**src/rtl/nvm_err_pkg.sv**
```systemverilog
package nvm_err_pkg;

  localparam int REG_W      = 8;
  localparam int MAX_DATA_W = 64;

  // error byte bit positions (decoded by software)
  localparam int EB_ERASE = 7;
  localparam int EB_PROG  = 6;
  localparam int EB_SWAP  = 5;

  // control byte bit positions
  localparam int CB_MASTER = 0;
  localparam int CB_MBUSY  = 1;
  localparam int CB_EBUSY  = 2;
  localparam int CB_SUSP   = 3;

  typedef enum logic [1:0] {
    SEC_NONE = 2'd0,
    SEC_SUSP = 2'd1,
    SEC_BUSY = 2'd2,
    SEC_ERR  = 2'd3
  } sec_code_e;

  typedef enum logic {
    ADDR_CTL = 1'b0,
    ADDR_ERR = 1'b1
  } reg_addr_e;

  typedef enum logic {
    RGN_MAIN = 1'b0,
    RGN_EEP  = 1'b1
  } region_e;

  typedef struct packed {
    logic erase;
    logic prog;
    logic swap;
  } err_flags_t;

  // true when a program would need a cell to go from 0 back to 1
  function automatic logic needs_zero_to_one(input logic [MAX_DATA_W-1:0] stored,
                                              input logic [MAX_DATA_W-1:0] wanted);
    return |(~stored & wanted);
  endfunction

  // priority ladder for one sector's status code
  function automatic sec_code_e sector_meaning(input logic master, input logic mbusy,
                                               input logic ebusy, input logic susp);
    if (master)             return SEC_ERR;
    else if (mbusy)         return SEC_BUSY;
    else if (!ebusy && susp) return SEC_SUSP;
    else                    return SEC_NONE;
  endfunction

endpackage

```
**src/rtl/nvm_overwrite_chk.sv**
```systemverilog
module nvm_overwrite_chk
  import nvm_err_pkg::*;
#(
  parameter int DATA_W = 8
) (
  input  logic              req_i,
  input  logic              region_i,
  input  logic              protect_i,
  input  logic [DATA_W-1:0] old_i,
  input  logic [DATA_W-1:0] new_i,
  input  logic              prog_fail_i,
  output logic              grant_o,
  output logic              refuse_o,
  output logic              prog_fail_o
);

  localparam int PAD_W = MAX_DATA_W - DATA_W;

  logic [MAX_DATA_W-1:0] old_ext;
  logic [MAX_DATA_W-1:0] new_ext;
  logic                  checked;

  generate
    if (PAD_W > 0) begin : g_pad
      assign old_ext = {{PAD_W{1'b1}}, old_i};
      assign new_ext = {{PAD_W{1'b0}}, new_i};
    end else begin : g_nopad
      assign old_ext = old_i;
      assign new_ext = new_i;
    end
  endgenerate

  // only main-array data bytes are subject to the 0-to-1 check
  assign checked     = req_i && (region_i == RGN_MAIN) && !protect_i;
  assign refuse_o    = checked && needs_zero_to_one(old_ext, new_ext);
  assign grant_o     = req_i && !refuse_o;
  // a refused write was never issued, so no program failure stands for it
  assign prog_fail_o = prog_fail_i && !refuse_o;

endmodule

```
**src/rtl/nvm_err_flags.sv**
```systemverilog
module nvm_err_flags
  import nvm_err_pkg::*;
(
  input  logic       clk,
  input  logic       rst_n,
  input  logic       set_erase_i,
  input  logic       set_prog_i,
  input  logic       set_swap_i,
  input  logic       swap_fail_i,
  input  logic       clr_req_i,
  output err_flags_t flags_o,
  output logic       master_o,
  output logic       abort_o
);

  err_flags_t flags_q, flags_d;
  logic       master_q, master_d;
  logic       any_set;
  logic       abort_q;

  assign any_set = set_erase_i | set_prog_i | set_swap_i;

  always_comb begin
    flags_d  = flags_q;
    master_d = master_q;
    if (clr_req_i) begin
      flags_d  = '0;
      master_d = 1'b0;
    end
    // hardware events win over a same-cycle clear
    if (set_erase_i) flags_d.erase = 1'b1;
    if (set_prog_i)  flags_d.prog  = 1'b1;
    if (set_swap_i)  flags_d.swap  = 1'b1;
    if (any_set)     master_d      = 1'b1;
  end

  always_ff @(posedge clk or negedge rst_n) begin
    if (!rst_n) begin
      flags_q  <= '0;
      master_q <= 1'b0;
      abort_q  <= 1'b0;
    end else begin
      flags_q  <= flags_d;
      master_q <= master_d;
      abort_q  <= swap_fail_i;
    end
  end

  assign flags_o  = flags_q;
  assign master_o = master_q;
  assign abort_o  = abort_q;

  a_r3_erase_sticks: assert property (@(posedge clk) disable iff (!rst_n)
    set_erase_i |=> (flags_q.erase && master_q));
  a_r4_prog_sticks: assert property (@(posedge clk) disable iff (!rst_n)
    set_prog_i |=> (flags_q.prog && master_q));
  a_r7_abort_follows: assert property (@(posedge clk) disable iff (!rst_n)
    swap_fail_i |=> (abort_q && flags_q.swap));
  a_r8_clear_empties: assert property (@(posedge clk) disable iff (!rst_n)
    (clr_req_i && !any_set) |=> (!master_q && flags_q == '0));
  a_r8_master_covers: assert property (@(posedge clk) disable iff (!rst_n)
    (flags_q != '0) |-> master_q);
  a_r9_master_holds: assert property (@(posedge clk) disable iff (!rst_n)
    (master_q && !clr_req_i) |=> master_q);

endmodule

```
**src/rtl/nvm_sector_decode.sv**
```systemverilog
module nvm_sector_decode
  import nvm_err_pkg::*;
#(
  parameter int N_SECTORS = 4
) (
  input  logic                   master_i,
  input  logic                   mbusy_i,
  input  logic                   ebusy_i,
  input  logic                   susp_i,
  input  logic [N_SECTORS-1:0]   mark_i,
  output logic [2*N_SECTORS-1:0] code_o
);

  sec_code_e shared;

  assign shared = sector_meaning(master_i, mbusy_i, ebusy_i, susp_i);

  generate
    for (genvar s = 0; s < N_SECTORS; s++) begin : g_sec
      assign code_o[2*s +: 2] = mark_i[s] ? shared : SEC_NONE;
    end
  endgenerate

endmodule

```
**src/rtl/nvm_reg_port.sv**
```systemverilog
module nvm_reg_port
  import nvm_err_pkg::*;
(
  input  logic             sel_i,
  input  logic             wr_i,
  input  logic             addr_i,
  input  logic [REG_W-1:0] wdata_i,
  input  err_flags_t       flags_i,
  input  logic             master_i,
  input  logic             mbusy_i,
  input  logic             ebusy_i,
  input  logic             susp_i,
  output logic [REG_W-1:0] rdata_o,
  output logic             clr_req_o
);

  logic [REG_W-1:0] ctl_byte;
  logic [REG_W-1:0] err_byte;

  always_comb begin
    ctl_byte            = '0;
    ctl_byte[CB_MASTER] = master_i;
    ctl_byte[CB_MBUSY]  = mbusy_i;
    ctl_byte[CB_EBUSY]  = ebusy_i;
    ctl_byte[CB_SUSP]   = susp_i;
    err_byte            = '0;
    err_byte[EB_ERASE]  = flags_i.erase;
    err_byte[EB_PROG]   = flags_i.prog;
    err_byte[EB_SWAP]   = flags_i.swap;
  end

  assign rdata_o   = (addr_i == ADDR_ERR) ? err_byte : ctl_byte;
  // only writing 0 to the master bit has an effect; the error byte is read-only
  assign clr_req_o = sel_i && wr_i && (addr_i == ADDR_CTL) && !wdata_i[CB_MASTER];

endmodule

```
**src/rtl/nvm_err_tracker.sv**
```systemverilog
module nvm_err_tracker
  import nvm_err_pkg::*;
#(
  parameter int DATA_W    = 8,
  parameter int N_SECTORS = 4
) (
  input  logic                   clk,
  input  logic                   rst_n,
  input  logic                   erase_fail_i,
  input  logic                   prog_fail_i,
  input  logic                   swap_fail_i,
  input  logic                   prog_req_i,
  input  logic                   prog_region_i,
  input  logic                   prog_protect_i,
  input  logic [DATA_W-1:0]      prog_old_i,
  input  logic [DATA_W-1:0]      prog_new_i,
  output logic                   prog_grant_o,
  output logic                   abort_erase_o,
  input  logic                   main_busy_i,
  input  logic                   eep_busy_i,
  input  logic                   suspend_i,
  input  logic [N_SECTORS-1:0]   sector_mark_i,
  output logic [2*N_SECTORS-1:0] sector_code_o,
  input  logic                   bus_sel_i,
  input  logic                   bus_wr_i,
  input  logic                   bus_addr_i,
  input  logic [7:0]             bus_wdata_i,
  output logic [7:0]             bus_rdata_o
);

  // named internal events
  logic       refuse_evt;
  logic       prog_fail_evt;
  logic       set_swap_evt;
  logic       clr_evt;
  err_flags_t flags;
  logic       master;

  nvm_overwrite_chk #(.DATA_W(DATA_W)) u_chk (
    .req_i       (prog_req_i),
    .region_i    (prog_region_i),
    .protect_i   (prog_protect_i),
    .old_i       (prog_old_i),
    .new_i       (prog_new_i),
    .prog_fail_i (prog_fail_i),
    .grant_o     (prog_grant_o),
    .refuse_o    (refuse_evt),
    .prog_fail_o (prog_fail_evt)
  );

  assign set_swap_evt = refuse_evt | swap_fail_i;

  nvm_err_flags u_flags (
    .clk         (clk),
    .rst_n       (rst_n),
    .set_erase_i (erase_fail_i),
    .set_prog_i  (prog_fail_evt),
    .set_swap_i  (set_swap_evt),
    .swap_fail_i (swap_fail_i),
    .clr_req_i   (clr_evt),
    .flags_o     (flags),
    .master_o    (master),
    .abort_o     (abort_erase_o)
  );

  nvm_reg_port u_regs (
    .sel_i     (bus_sel_i),
    .wr_i      (bus_wr_i),
    .addr_i    (bus_addr_i),
    .wdata_i   (bus_wdata_i),
    .flags_i   (flags),
    .master_i  (master),
    .mbusy_i   (main_busy_i),
    .ebusy_i   (eep_busy_i),
    .susp_i    (suspend_i),
    .rdata_o   (bus_rdata_o),
    .clr_req_o (clr_evt)
  );

  nvm_sector_decode #(.N_SECTORS(N_SECTORS)) u_sec (
    .master_i (master),
    .mbusy_i  (main_busy_i),
    .ebusy_i  (eep_busy_i),
    .susp_i   (suspend_i),
    .mark_i   (sector_mark_i),
    .code_o   (sector_code_o)
  );

  a_r5_refusal_flags_swap: assert property (@(posedge clk) disable iff (!rst_n)
    (prog_req_i && !prog_region_i && !prog_protect_i && ((~prog_old_i & prog_new_i) != '0))
      |=> (flags.swap && master));
  a_r5_refusal_masks_prog: assert property (@(posedge clk) disable iff (!rst_n)
    (refuse_evt && !flags.prog && !erase_fail_i && !clr_evt) |=> !flags.prog);
  a_r6_eep_never_refused: assert property (@(posedge clk) disable iff (!rst_n)
    (prog_req_i && (prog_region_i || prog_protect_i)) |-> prog_grant_o);
  a_r10_marked_error: assert property (@(posedge clk) disable iff (!rst_n)
    (master && sector_mark_i[0]) |-> (sector_code_o[1:0] == SEC_ERR));

endmodule

```
**config.mk**
```make
export PLATFORM = sky130hd
export DESIGN_NAME = nvm_err_tracker
export DESIGN_NICKNAME = d
export VERILOG_FILES = /design/src/rtl/nvm_err_pkg.sv /design/src/rtl/nvm_overwrite_chk.sv /design/src/rtl/nvm_err_flags.sv /design/src/rtl/nvm_sector_decode.sv /design/src/rtl/nvm_reg_port.sv /design/src/rtl/nvm_err_tracker.sv
export SDC_FILE = /design/constraint.sdc
export NUM_CORES = 1
export LEC_CHECK = 0
export BUFFER_PORTS_ARGS = -buffer_cell sky130_fd_sc_hd__buf_2
export CORE_MARGIN = 4
export CORE_UTILIZATION = 26
export CTS_CLUSTER_SIZE = 28
export DETAILED_ROUTE_END_ITERATION = 10
export HOLD_SLACK_MARGIN = 0.06
export MAX_ROUTING_LAYER = met4
export PLACE_DENSITY_LB_ADDON = 0.3
export SLEW_MARGIN = 5
export SYNTH_ARGS = -nofsm -noshare
export SYNTH_HDL_FRONTEND = slang
export SYNTH_HIERARCHICAL = 1
export SYNTH_SLANG_ARGS = --single-unit
```
**constraint.sdc**
```tcl
create_clock -name clk -period 0.95 [get_ports clk]
set_input_delay 0.0475 -clock clk [delete_from_list [all_inputs] [get_ports clk]]
set_output_delay 0.0475 -clock clk [all_outputs]
set_load 0.02 [all_outputs]
```
==> impl_results.md <==
* Status: finished with violations
* Failing checks: negative setup slack
* Ys Warns at 6
* Antenna cells at 0
* Post-synth top cells: 7 x inv_1, 5 x dfrtp_1, 4 x and2b_2, 4 x nor2b_1
* Clock Tree Buf Depth at 2
* Arrival @ worst endpoint at 1.00 ns
* Dpl ws at -0.3715 ns
* Post-route cell area at 959.7 µm²
* HPWL after DPL at 1.052 mm
* Mean Syn Cell Area at 8.889 µm²
* GRT Resource Usage Total at 12.16%
* Via count at 574
* Detailed-route wire length per cell at 11.24 µm
* Remaining DRCs at 0
* Ratio of cells with drive above 1 in the final layout at 80.18%
* Routed Antenna Nets at 0
* Post-synth top area share at 29.33%
* Routed vias/inst at 4.520
* Final critical-path setup slack at -0.1023 ns
* R2r startpoint: u_flags/master_o
* Routed wire length at 1.427 mm
* Setup Viol. Count Final at 11
* Multi-input logic area at 351.6 µm²
* Clock Skews at 0 ns
* TritonRoute pass-1 iters at 4
* Initial antenna violation count at 0
* Vias in the first global route at 597
* Critical setup path kind: register to output pin
* Ys async rst share at 100.0%
* CTS tree: built
* Nets at 154
* Fmax at 950.3 MHz
* Min Tclk post-route at 1.052 ns
* Mapped Nets at 90
* Hold Crit Class: input port to register
* Largest net degree at the start of global routing at 8
* CTS Buf Count at 3
* Max Slew Vio Count at 0
* CP required at 0.90 ns
* Max-Cap Viols at 0
* Clock Sink Count at 5
* Startpoint types: register
* RSZ-0062 raised after global routing: yes
* Die area at 2353 µm²
* Post-synth EDFFs at 0
* CP max FO at 4
* Hold_ws at 0.1383 ns
* Hold Crit Start: swap_fail_i
* Post-DP Area at 716.9 µm²
* Ys flop type: dfrtp_1
* Yosys cell types at 22
* FF+latch area at 126.4 µm²
* Root Driver: clkbuf_4
* Htree depth at 1
* Total gr overflow at 0
* RePlAce Congestion at 0.6839
* I/O pins at 60
* Core Region at 1524 µm²
* Seq/Total Area, Yosys at 29.33%
* Row cnt at 14
* Area Overhead vs Synth at 124.9%
* Worst-skew pair later-pin latency at 0.23 ns
* Starting Density at 28.00%
* PortBufs at 51
* P per Cell Area at 861.6 nW/µm²
* Final Util at 62.97%
* Clk slew on worst S/H paths at 0.04 ns
* Worst VDD drop at 555.1 µV
* Synth area leaders: dfrtp_1 29%, and2b_2 8.2%, inv_1 6.2%
* Chip height at 48.51 µm
* Synth area leader: dfrtp_1
* First-pass GRT wire length at 2.242 mm
* Synthesized instance count at 48
* Most common cell in the synthesized netlist: inv_1
* Final Cycle Share at 110.8%
* Starting DRT DRC Count at 7
* FILL cells at 130
* Seq cells post-synth at 5
* Final hold viol count at 0
* Mapped Area at 426.7 µm²
* Lkg Pwr at 0.5066 nW
* Setup crit end kind: output pin
* Critical path launch point: u_flags/master_o
* Die Span X at 48.51 µm
==> final timing paths <==
| kind | cells past startpoint | endpoint | slack (ns) |
|---|---|---|---|
| worst max-delay path | 3 | sector_code_o[7] | -0.10 |
| worst min-delay path | 3 | u_flags/master_o | 0.14 |
| worst max register to register | 1 | u_flags/master_o | -0.01 |
| worst min register to register | 1 | u_flags/flags_o[2] | 0.48 |
| max in group asynchronous | 2 | u_flags/master_o | 0.64 |
| min in group asynchronous | 2 | u_flags/flags_o[2] | 0.17 |
==> power by group <==
group / total, mW / switching (mW) / internal, mW
clock: 0.234 / 0.0755 / 0.158
sequential: 0.225 / 0.00351 / 0.221
combinational: 0.369 / 0.160 / 0.208
==> cell usage in the layout, fill, tap and decap left out, types with 2 or more instances in the layout <==
| cell type | count |
|---|---|
| buf_2 | 36 |
| dlygate4sd3_1 | 3 |
| inv_1 | 5 |
| nand2b_4 | 3 |
| clkbuf_4 | 3 |
| and2_4 | 4 |
| a21o_2 | 3 |
| dfrtp_1 | 4 |
| nor2b_1 | 4 |
| buf_6 | 10 |
| buf_4 | 11 |
| a21boi_2 | 3 |
| inv_2 | 3 |
| and2b_2 | 4 |
| o22ai_2 | 2 |
==> sequential cells by signal, indices dropped and copies added, names as in the netlist <==
register          flops
u_flags/master_o      1
u_flags/flags_o       3
u_flags/abort_o       1
==> cells by family (layout without fill, tap and decap cells) <==
family / count (synthesis) / in the layout / share of synthesized area, %
compound gates: 12 / 12 / 24.63
buf+inv: 9 / 72 / 8.799
flops: 5 / 5 / 29.33
other cells: 1 / 1 / 0.8789
simple gates: 21 / 21 / 36.36
==> critical path: stages (launching register included) <==
cell and delay [ns]:
dfrtp_2 0.43, nor2_4 0.12, nor2b_1 0.06, buf_4 0.15
==> area by class of cell <==
type,instances,share of cell area (%)
clock buffer,4,2.738
inverter,8,3.129
multi-input combinational,34,36.64
sequential,5,13.17
tap,16,2.086
timing repair buffer,60,42.24
==> routing by layer <==
| layer | vias to the layer above | global-route usage, % | routed length, µm | share of wire [%] |
|---|---|---|---|---|
| li1 | 283 | - | - | - |
| met1 | 249 | 11.91 | 477 | 33 |
| met2 | 42 | 20.65 | 746 | 52 |
| met3 | 0 | 4.294 | 204 | 14 |
| met4 | 0 | 6.726 | 0 | 0 |
| met5 | - | - | 0 | 0 |
==> through the flow <==
step                      total power [mW]  instances  TNS (ns)
after floorplan                     0.3617         48   -0.2833
after global placement              0.4839        117   -0.6921
after detailed placement            0.4872        117   -0.7313
after CTS                           0.8015        126    -1.328
after global routing                0.8930        127    -1.613
final                               0.8268        127   -0.9854
==> timing repair <==
item,4_1_cts,5_1_grt
gates resized for setup,26,15
endpoints found under the hold margin,8,0
hold buffers,3,0
setup buffers,2,1
pin swaps,5,6
setup endpoints to repair,13,16
cloned,0,0
(Power assumes the default switching activity.)
